### src/rtl/seqhs_pkg.sv
`timescale 1ns/1ps
package seqhs_pkg;

  // Phases of one activation. ST_DONE is the auxiliary phase: the upstream
  // request is high but the work is finished and only the release is pending.
  typedef enum logic [2:0] {
    ST_IDLE   = 3'd0,
    ST_B_REQ  = 3'd1,
    ST_B_RTZ  = 3'd2,
    ST_C_REQ  = 3'd3,
    ST_DONE   = 3'd4,
    ST_C_RTZ  = 3'd5
  } seq_state_e;

  typedef struct packed {
    logic first_req;
    logic second_req;
    logic up_ack;
  } seq_out_t;

  function automatic seq_out_t drive_of(seq_state_e s);
    seq_out_t o;
    o = '0;
    case (s)
      ST_B_REQ: o.first_req  = 1'b1;
      ST_C_REQ: o.second_req = 1'b1;
      ST_DONE: begin
        o.second_req = 1'b1;
        o.up_ack     = 1'b1;
      end
      ST_C_RTZ: o.up_ack     = 1'b1;
      default:  o = '0;
    endcase
    return o;
  endfunction

endpackage

### src/rtl/seqhs_sampler.sv
`timescale 1ns/1ps
module seqhs_sampler #(
  parameter int WIDTH  = 3,
  parameter int STAGES = 1
) (
  input  logic             clk,
  input  logic             rst,
  input  logic [WIDTH-1:0] d,
  output logic [WIDTH-1:0] q
);

  generate
    if (STAGES == 0) begin : g_direct
      assign q = d;
    end else begin : g_pipe
      logic [WIDTH-1:0] pipe [STAGES];
      always_ff @(posedge clk) begin
        if (rst) begin
          for (int i = 0; i < STAGES; i++) pipe[i] <= '0;
        end else begin
          pipe[0] <= d;
          for (int i = 1; i < STAGES; i++) pipe[i] <= pipe[i-1];
        end
      end
      assign q = pipe[STAGES-1];
    end
  endgenerate

endmodule

### src/rtl/seqhs_ctrl.sv
`timescale 1ns/1ps
module seqhs_ctrl
  import seqhs_pkg::*;
(
  input  logic     clk,
  input  logic     rst,
  input  logic     up_req_s,
  input  logic     first_ack_s,
  input  logic     second_ack_s,
  output seq_out_t drv
);

  seq_state_e state_q, state_d;
  seq_out_t   out_q;

  always_comb begin
    state_d = state_q;
    case (state_q)
      ST_IDLE:  if (up_req_s)      state_d = ST_B_REQ;
      ST_B_REQ: if (first_ack_s)   state_d = ST_B_RTZ;
      ST_B_RTZ: if (!first_ack_s)  state_d = ST_C_REQ;
      ST_C_REQ: if (second_ack_s)  state_d = ST_DONE;
      ST_DONE:  if (!up_req_s)     state_d = ST_C_RTZ;
      ST_C_RTZ: if (!second_ack_s) state_d = ST_IDLE;
      default:                     state_d = ST_IDLE;
    endcase
  end

  always_ff @(posedge clk) begin
    if (rst) begin
      state_q <= ST_IDLE;
      out_q   <= '0;
    end else begin
      state_q <= state_d;
      out_q   <= drive_of(state_d);
    end
  end

  assign drv = out_q;

  // a new first request only follows a sampled upstream request
  a_r2_first_after_up: assert property (@(posedge clk) disable iff (rst)
    $rose(out_q.first_req) |-> ($past(up_req_s) && !out_q.second_req && !out_q.up_ack));

  // first request held until its acknowledge is seen
  a_r3_first_held: assert property (@(posedge clk) disable iff (rst)
    (out_q.first_req && !first_ack_s) |=> out_q.first_req);

  // second request only after the first handshake returned to zero
  a_r4_second_after_rtz: assert property (@(posedge clk) disable iff (rst)
    $rose(out_q.second_req) |-> ($past(!first_ack_s) && !out_q.first_req));

  // upstream acknowledge only once the second acknowledge is high
  a_r5_ack_after_second: assert property (@(posedge clk) disable iff (rst)
    $rose(out_q.up_ack) |-> ($past(second_ack_s) && out_q.second_req));

  // upstream acknowledge kept while the second acknowledge is high
  a_r6_ack_kept: assert property (@(posedge clk) disable iff (rst)
    (out_q.up_ack && second_ack_s) |=> out_q.up_ack);

  // upstream acknowledge drops only after second acknowledge is low
  a_r7_ack_release: assert property (@(posedge clk) disable iff (rst)
    $fell(out_q.up_ack) |-> ($past(!second_ack_s) && !out_q.second_req));

  // quiet while idle with no request
  a_r8_idle_quiet: assert property (@(posedge clk) disable iff (rst)
    (state_q == ST_IDLE && !up_req_s) |=> (out_q == '0));

  // one output edge per clock at most
  a_r9_single_edge: assert property (@(posedge clk) disable iff (rst)
    $countones(out_q ^ $past(out_q)) <= 1);

endmodule

### src/rtl/hs_sequencer.sv
`timescale 1ns/1ps
module hs_sequencer
  import seqhs_pkg::*;
#(
  parameter int IN_STAGES = 1
) (
  input  logic clk,
  input  logic rst,
  input  logic up_req,
  output logic up_ack,
  output logic first_req,
  input  logic first_ack,
  output logic second_req,
  input  logic second_ack
);

  localparam int N_IN = 3;

  logic [N_IN-1:0] raw_in, smp_in;
  seq_out_t        drv;

  assign raw_in = {up_req, first_ack, second_ack};

  seqhs_sampler #(.WIDTH(N_IN), .STAGES(IN_STAGES)) u_sampler (
    .clk (clk),
    .rst (rst),
    .d   (raw_in),
    .q   (smp_in)
  );

  seqhs_ctrl u_ctrl (
    .clk          (clk),
    .rst          (rst),
    .up_req_s     (smp_in[2]),
    .first_ack_s  (smp_in[1]),
    .second_ack_s (smp_in[0]),
    .drv          (drv)
  );

  assign first_req  = drv.first_req;
  assign second_req = drv.second_req;
  assign up_ack     = drv.up_ack;

endmodule

### config.mk
export PLATFORM = sky130hd
export DESIGN_NAME = hs_sequencer
export DESIGN_NICKNAME = d
export VERILOG_FILES = /design/src/rtl/seqhs_pkg.sv /design/src/rtl/seqhs_sampler.sv /design/src/rtl/seqhs_ctrl.sv /design/src/rtl/hs_sequencer.sv
export SDC_FILE = /design/constraint.sdc
export NUM_CORES = 1
export LEC_CHECK = 0
export ABC_AREA = 1
export BUFFER_PORTS_ARGS = -buffer_cell sky130_fd_sc_hd__buf_4
export CAP_MARGIN = 20
export CORE_AREA = 2 2 39 41
export CTS_CLUSTER_SIZE = 12
export DETAILED_ROUTE_END_ITERATION = 10
export DIE_AREA = 0 0 41 43
export GPL_TIMING_DRIVEN = 1
export PLACE_DENSITY_LB_ADDON = 0.05
export RECOVER_POWER = 100
export SLEW_MARGIN = 20
export SYNTH_ARGS = -nofsm -noshare
export SYNTH_HDL_FRONTEND = slang
export SYNTH_HIERARCHICAL = 1
export SYNTH_SLANG_ARGS = --single-unit
### constraint.sdc
create_clock -name clk -period 1.2 [get_ports clk]
set_input_delay 0.24 -clock clk [delete_from_list [all_inputs] [get_ports clk]]
set_output_delay 0.24 -clock clk [all_outputs]
set_load 0.005 [all_outputs]
==> results of run 1 <==
[tightest hold or removal path: cells and delay by family]
kind,cells,cell delay [ns]
buffers and inverters,2,0.10
and+or+nand+nor,1,0.06
[metal layers]
layer  wire [um]  part of all wire
met5           0                 0
met4           5            0.0074
met3          35             0.052
met2         295              0.44
met1         335              0.50
[cell type report]
class                           count  share of cell area
Timing Repair Buffer                7              0.0981
Tap cell                           16              0.0436
Clock buffer                        4              0.0572
Sequential cell                     9               0.392
Multi-Input combinational cell     35               0.335
Inverter                            9              0.0736
[final timing paths]
path | start | slack (ns) | depth (start not counted) | end
max | u_ctrl/state_q[0] | 0.13 | 8 | u_ctrl/drv[1]
min | up_req | 0.18 | 3 | u_sampler/g_pipe.pipe[0][2]
max reg2reg | u_ctrl/state_q[0] | 0.13 | 8 | u_ctrl/drv[1]
min reg2reg | u_ctrl/state_q[0] | 0.62 | 4 | u_ctrl/drv[2]
[metrics by stage]
stage          hold WS [ns]  power [mW]  setup slack (ns)  utilization
2_1_floorplan         0.311       0.380             0.242            -
3_3_place_gp          0.448       0.416           0.00739        0.320
3_5_place_dp          0.447       0.414            0.0591        0.320
4_1_cts               0.174       0.648            0.0444        0.339
5_1_grt               0.187       0.669            0.0218        0.332
6_report              0.184       0.626             0.128        0.332
[power by group]
group,switching [mW],internal (mW),total (mW)
Combinational,0.0435,0.0325,0.0761
Sequential,0.00881,0.317,0.326
Clock,0.0963,0.128,0.224
Total,0.149,0.477,0.626
[timing repair]
action / 4_1_cts / 5_1_grt
gates resized for setup: 0 / 1
setup buffers: 0 / 0
endpoints found under the setup margin: 0 / 1
hold endpoints to repair: 0 / 0
[sequential cells by signal (all words and copies together) (netlist names)]
| name | flops |
|---|---|
| u_ctrl/state_q | 3 |
| u_sampler/g_pipe.pipe | 3 |
| u_ctrl/drv | 3 |
[synth_stat cells (all sizes together)]
cell and instances:
dfxtp 9, nand3 2, nor3 2, inv 9
o21ai 1, nor2 13, o211ai 1, nand2 15
or2 1
[kinds of logic after synthesis]
family / count (synthesis) / synth area share
AOI/OAI and AO/OA: 2 / 0.0338
buffers and inverters: 9 / 0.0912
DFF: 9 / 0.486
and+or+nand+nor: 33 / 0.389
==> metrics list, run 1 <==
- The run finished with clean final reports.
- Cell types with the largest area share after synthesis: sky130_fd_sc_hd__dfxtp_1 (49%), sky130_fd_sc_hd__nor2_1 (13%), sky130_fd_sc_hd__nand2_1 (12%)
* Initial antenna violation count: 0
- Share of the yosys chip area belonging to registers: 0.486
* Area Overhead vs Synth: 24.0%
- Final Net Count: 70
- Dominant cell type by count on the critical path: sky130_fd_sc_hd__nand2_1
* Clock slew at the register clock pins of the worst setup and hold paths: 0.06 ns
* Final Non-Filler Cells: 80
* Detailed-route via count: 331
- The initial utilization of the core area, before any placement, comes to 0.268.
- Via count of the first global-routing pass: 316
* Total negative slack for setup checks: 0 ns
- Pin placement for this block handled 8 I/O pins.
- Synthesis produced 53 cells.
- Crit share post-route: 0.893
* Share of the synthesized area in the top cell type: 0.486
* Type of the most critical hold path: input pin to register
* Worst path buffer plus inverter count: 1
- Drt pass-1 iters: 2
- # port buffers: 7
- Final Hold Viols: 0
* Max-Cap Viols: 0
- STA classifies the critical path startpoint as a register.
- The analysis attributes to cell leakage a power of 0.233 nW.
* Fillcell total: 158
- Highest-delay cell along the critical path: sky130_fd_sc_hd__dfxtp_1
* Final Slew Violations: 0
- The placed instances occupy a cell area of 443 um^2.
* Largest stage delay, worst path: 0.38 ns
- TritonCTS built the clock tree.
- Cell family contributing the most delay on the critical path: simple AND/OR/NAND/NOR gates
- The clock passes through at most 2 buffers.
- Worst slew margin relative to its limit: 0.815
* Number of nets with antenna violations after routing: 0
* Area of the die: 1760 um^2
* Post-synth top area cell: sky130_fd_sc_hd__dfxtp_1
- In this run the standard cell core region covers 1380 um^2.
* Netlist area before placement: 370 um^2
- The floorplan has 14 rows.
* Overall Global Routing Usage: 0.108
- Detailed-route wire length per cell: 8.40 um
- For met2 alone, demand over resource in global routing was 0.141.
- The final layout contains routed wiring with a total length of 672 um.
* CTS Root Buffer Type: sky130_fd_sc_hd__clkbuf_4
- Post-route cell area: 459 um^2
- # diodes: 0
* RSZ-0062 raised after global routing: false
- Endpoint class of the critical path: register
- Level count of the clock H-tree: 1
- On the final layout, the worst clock skew is 0.00416 ns.
- The critical path goes through nand2_1 -> nand2_2 -> inv_2 -> nand2_2 -> nand3_2 -> nand2_1 -> nand2_1 -> nor2_1.
- Averaged over all synthesized cells, the footprint is 6.99 um^2.
* Clock buffer count from CTS: 3
- The later pin in the worst-skew pair is clocked with a latency of 0.25 ns.
- STA puts the critical path data required time at 1.39 ns.
* Global-route wire length before repair: 1240 um
- GP Congestion: 0.707
* CTS sink count: 9
- Of the cells placed in the final design, the portion with a size suffix greater than 1 is 0.203.
* Number of placed cells counting well taps: 76
- Measured along the y axis, the die boundary spans 43 um.
- Tmin final: 1.07 ns
* Worst Path Arrival: 1.26 ns
- Entering global routing, the biggest net connects 8 pins.
- VDD sags by at most 481 uV.
- Across the whole layout, storage elements account for 180 um^2.
- The netlist uses 12 different library cells.
* GRT met1 Usage: 0.134
- Flops & latches, synth: 9
- Number of warnings printed during yosys synthesis: 6
* Number of setup violations in the final report: 0
* Width of the chip: 41 um
- The layer flagged by global routing as most heavily used is met2.
- Area taken by multi-input logic gates: 154 um^2
- For this design, the CTS-stage hold fixing added 0 buffers.
- Timing-limited maximum frequency: 0.933 GHz
- Residual overflow from global routing: 0
* Actual transition at the worst max-transition pin: 0.276 ns
* Total power per unit cell area: 1360 nW/um^2
* Drt first-iter violations: 2
- Counting every net in the synthesized netlist gives 58.
- HPWL after detailed placement: 543 um
- Post-detailed-route DRC marker count: 0
* Peak fanout along the critical path: 5
- By startpoint and endpoint, the worst setup path is classified as register to register.
- Vias per inst: 4.14
- The top cell types in the final layout, fill and taps aside, are sky130_fd_sc_hd__nand2_1 (13), sky130_fd_sc_hd__nor2_1 (13), sky130_fd_sc_hd__dfxtp_1 (9).
- For this run, global-route usage on met3 was measured as 0.0471.
(Power assumes the default switching activity.)
==> inputs of run 2 (changes only) <==
Settings changed: PLACE_DENSITY_LB_ADDON 0.05 to default.
==> run 2 against run 1 <==
Routed wire length fell by 5.5%. Clock-buffer cell count did not move. Via count grew 4.5%. Die area unchanged. Critical endpoint unchanged. Largest power group unchanged.
==> metrics list, run 2 (synthesized netlist as in run 1, its figures left out) <==
- CTS sink count: 9
- CTS built an H-tree with a depth of 1.
* Post-route cell area: 464 um^2
- Leaving out fill and tap cells, the most frequent cells in the layout are sky130_fd_sc_hd__nand2_1 (13), sky130_fd_sc_hd__nor2_1 (13), sky130_fd_sc_hd__dfxtp_1 (8).
- Prior to clock tree synthesis, the placed netlist has a worst setup slack of 0.0782 ns.
- Top-level I/O count: 8
- For the final routed database, the setup TNS stands at 0 ns.
* Tmin final: 1.04 ns
- The first detailed-routing pass ran for 4 iterations.
- The worst path meets setup with 0.155 ns of slack.
- Part of the power in combinational logic: 0.124
- Worst-case clock buffer depth: 2
* Type of the most critical hold path: input pin to register
- Via count of the first global-routing pass: 292
- Of all nets on the critical path, the largest fanout is 3.
* HPWL after detailed placement: 501 um
* Worst Path Arrival: 1.19 ns
- TritonCTS clock tree: built
- Entering global routing, the biggest net connects 8 pins.
* Worst slew margin relative to its limit: 0.805
- Routability-driven placement finished with a final weighted congestion of 0.884.
* Area of the die: 1760 um^2
- Total power: 0.625 mW
- Source-to-sink clock delay at the later pin of the worst-skew pair: 0.25 ns
- Summed over all layers, the routed wires come to 635 um.
* CTS Root Buffer Type: sky130_fd_sc_hd__clkbuf_4
* Final core area utilization: 0.335
- # diodes: 0
- Hold timing on the final database bottoms out at a slack of 0.190 ns.
- Share of layout cells above drive strength 1: 0.234
- Actual transition at the worst max-transition pin: 0.291 ns
- The analysis attributes to net switching a power of 0.145 mW.
- # port buffers: 7
- Post-detailed-route DRC marker count: 0
- The worst setup path is of the register to register kind.
- Initial core utilization: 0.268
* Crit share post-route: 0.871
- Clock-pin slew was measured on the worst setup and hold paths at 0.06 ns.
- Overall Global Routing Usage: 0.107
- The clock arrives with 0.00113 ns of skew.
- Endpoint required time on the critical path: 1.35 ns
- Drt first-iter violations: 9
- For flop-to-flop paths, the worst setup slack is 0.16 ns.
* Timing-limited maximum frequency: 0.957 GHz
- STA classifies the critical path endpoint as a register.
- After the last flow step, the layout net total stands at 70.
- RSZ-0062 raised after global routing: false
* Max-Cap Viols: 0
- Core area: 1380 um^2
- The first global-routing pass estimated 1190 um of wire.
- Clock buffer count from CTS: 3
- Final Hold Viols: 0
- Detailed-route via count: 346
- Number of setup violations in the final report: 0
- Sequential Power Share: 0.524
* Worst supply voltage drop on vdd: 527 uV
* Cell area after placement: 443 um^2
- Final Non-Filler Cells: 80
- STA classifies the critical path startpoint as a register.
- Cell-internal power: 0.480 mW
* Switching part of the total power: 0.232
- After detailed routing, the average wire length per cell comes to 7.94 um.
- Dividing the detail-routed via count by the number of cells gives 4.33.
* Total power per unit cell area: 1350 nW/um^2
* Result of the run: finished clean
- In this run the static leakage power is 0.237 nW.
- The max-slew violation count came to 0.
* Number of placed cells counting well taps: 76
- Clock network fraction of total power: 0.352
- Residual overflow from global routing: 0
- The area growth from synthesis to layout is 25.3%.
- Width of the chip: 41 um
* Number of rows created at floorplan: 14
- The die is 43 um tall.
* Number of nets with antenna violations after routing: 0
- Initial antenna violation count: 0
==> run 2: cell type report <==
cell class | instances | area [um^2]
Fill cell | 151 | 920
Sequential cell | 9 | 181
Multi-Input combinational cell | 35 | 154
Timing Repair Buffer | 7 | 48.8
Inverter | 9 | 33.8
Clock buffer | 4 | 26.3
Tap cell | 16 | 20.0
==> run 2: worst max-delay path, stage by stage (launching register included) <==
cell                       delay [ns]
sky130_fd_sc_hd__dfxtp_1         0.36
sky130_fd_sc_hd__nand2_1         0.11
sky130_fd_sc_hd__o211ai_1        0.28
sky130_fd_sc_hd__nand2_1         0.09
sky130_fd_sc_hd__nand2_1         0.06
sky130_fd_sc_hd__nor2_1          0.03
==> run 2: final timing paths <==
check / cells past startpoint / startpoint / to
worst max register to register: 5 / u_ctrl/state_q[1] / u_ctrl/drv[1]
worst max-delay path: 5 / u_ctrl/state_q[1] / u_ctrl/drv[1]
worst min register to register: 4 / u_ctrl/state_q[0] / u_ctrl/drv[2]
worst min-delay path: 3 / up_req / u_sampler/g_pipe.pipe[0][2]
==> run 2: power by group through the flow <==
stage	sequential (mW)	combinational, mW	clock, mW
2_1_floorplan	0.333	0.0470	0
3_3_place_gp	0.333	0.0809	0
3_5_place_dp	0.334	0.0799	0
4_1_cts	0.327	0.0802	0.235
5_1_grt	0.329	0.0913	0.257
6_report	0.327	0.0774	0.220
==> run 2: timing repair <==
action / CTS / global route
setup buffers: 0 / 0
hold buffers: 0 / 0
gates resized for setup: 0 / 2
endpoints found under the setup margin: 0 / 1
==> run 2: metal layers <==
metal | global-route usage | routed length [um] | vias to the layer above | part of all wire
met2 | 0.119 | 309 | 8 | 0.49
met5 | 0 | 0 | - | 0
li1 | - | - | 181 | -
met1 | 0.134 | 285 | 155 | 0.45
met3 | 0.0471 | 31 | 2 | 0.049
met4 | 0.120 | 9 | 0 | 0.014
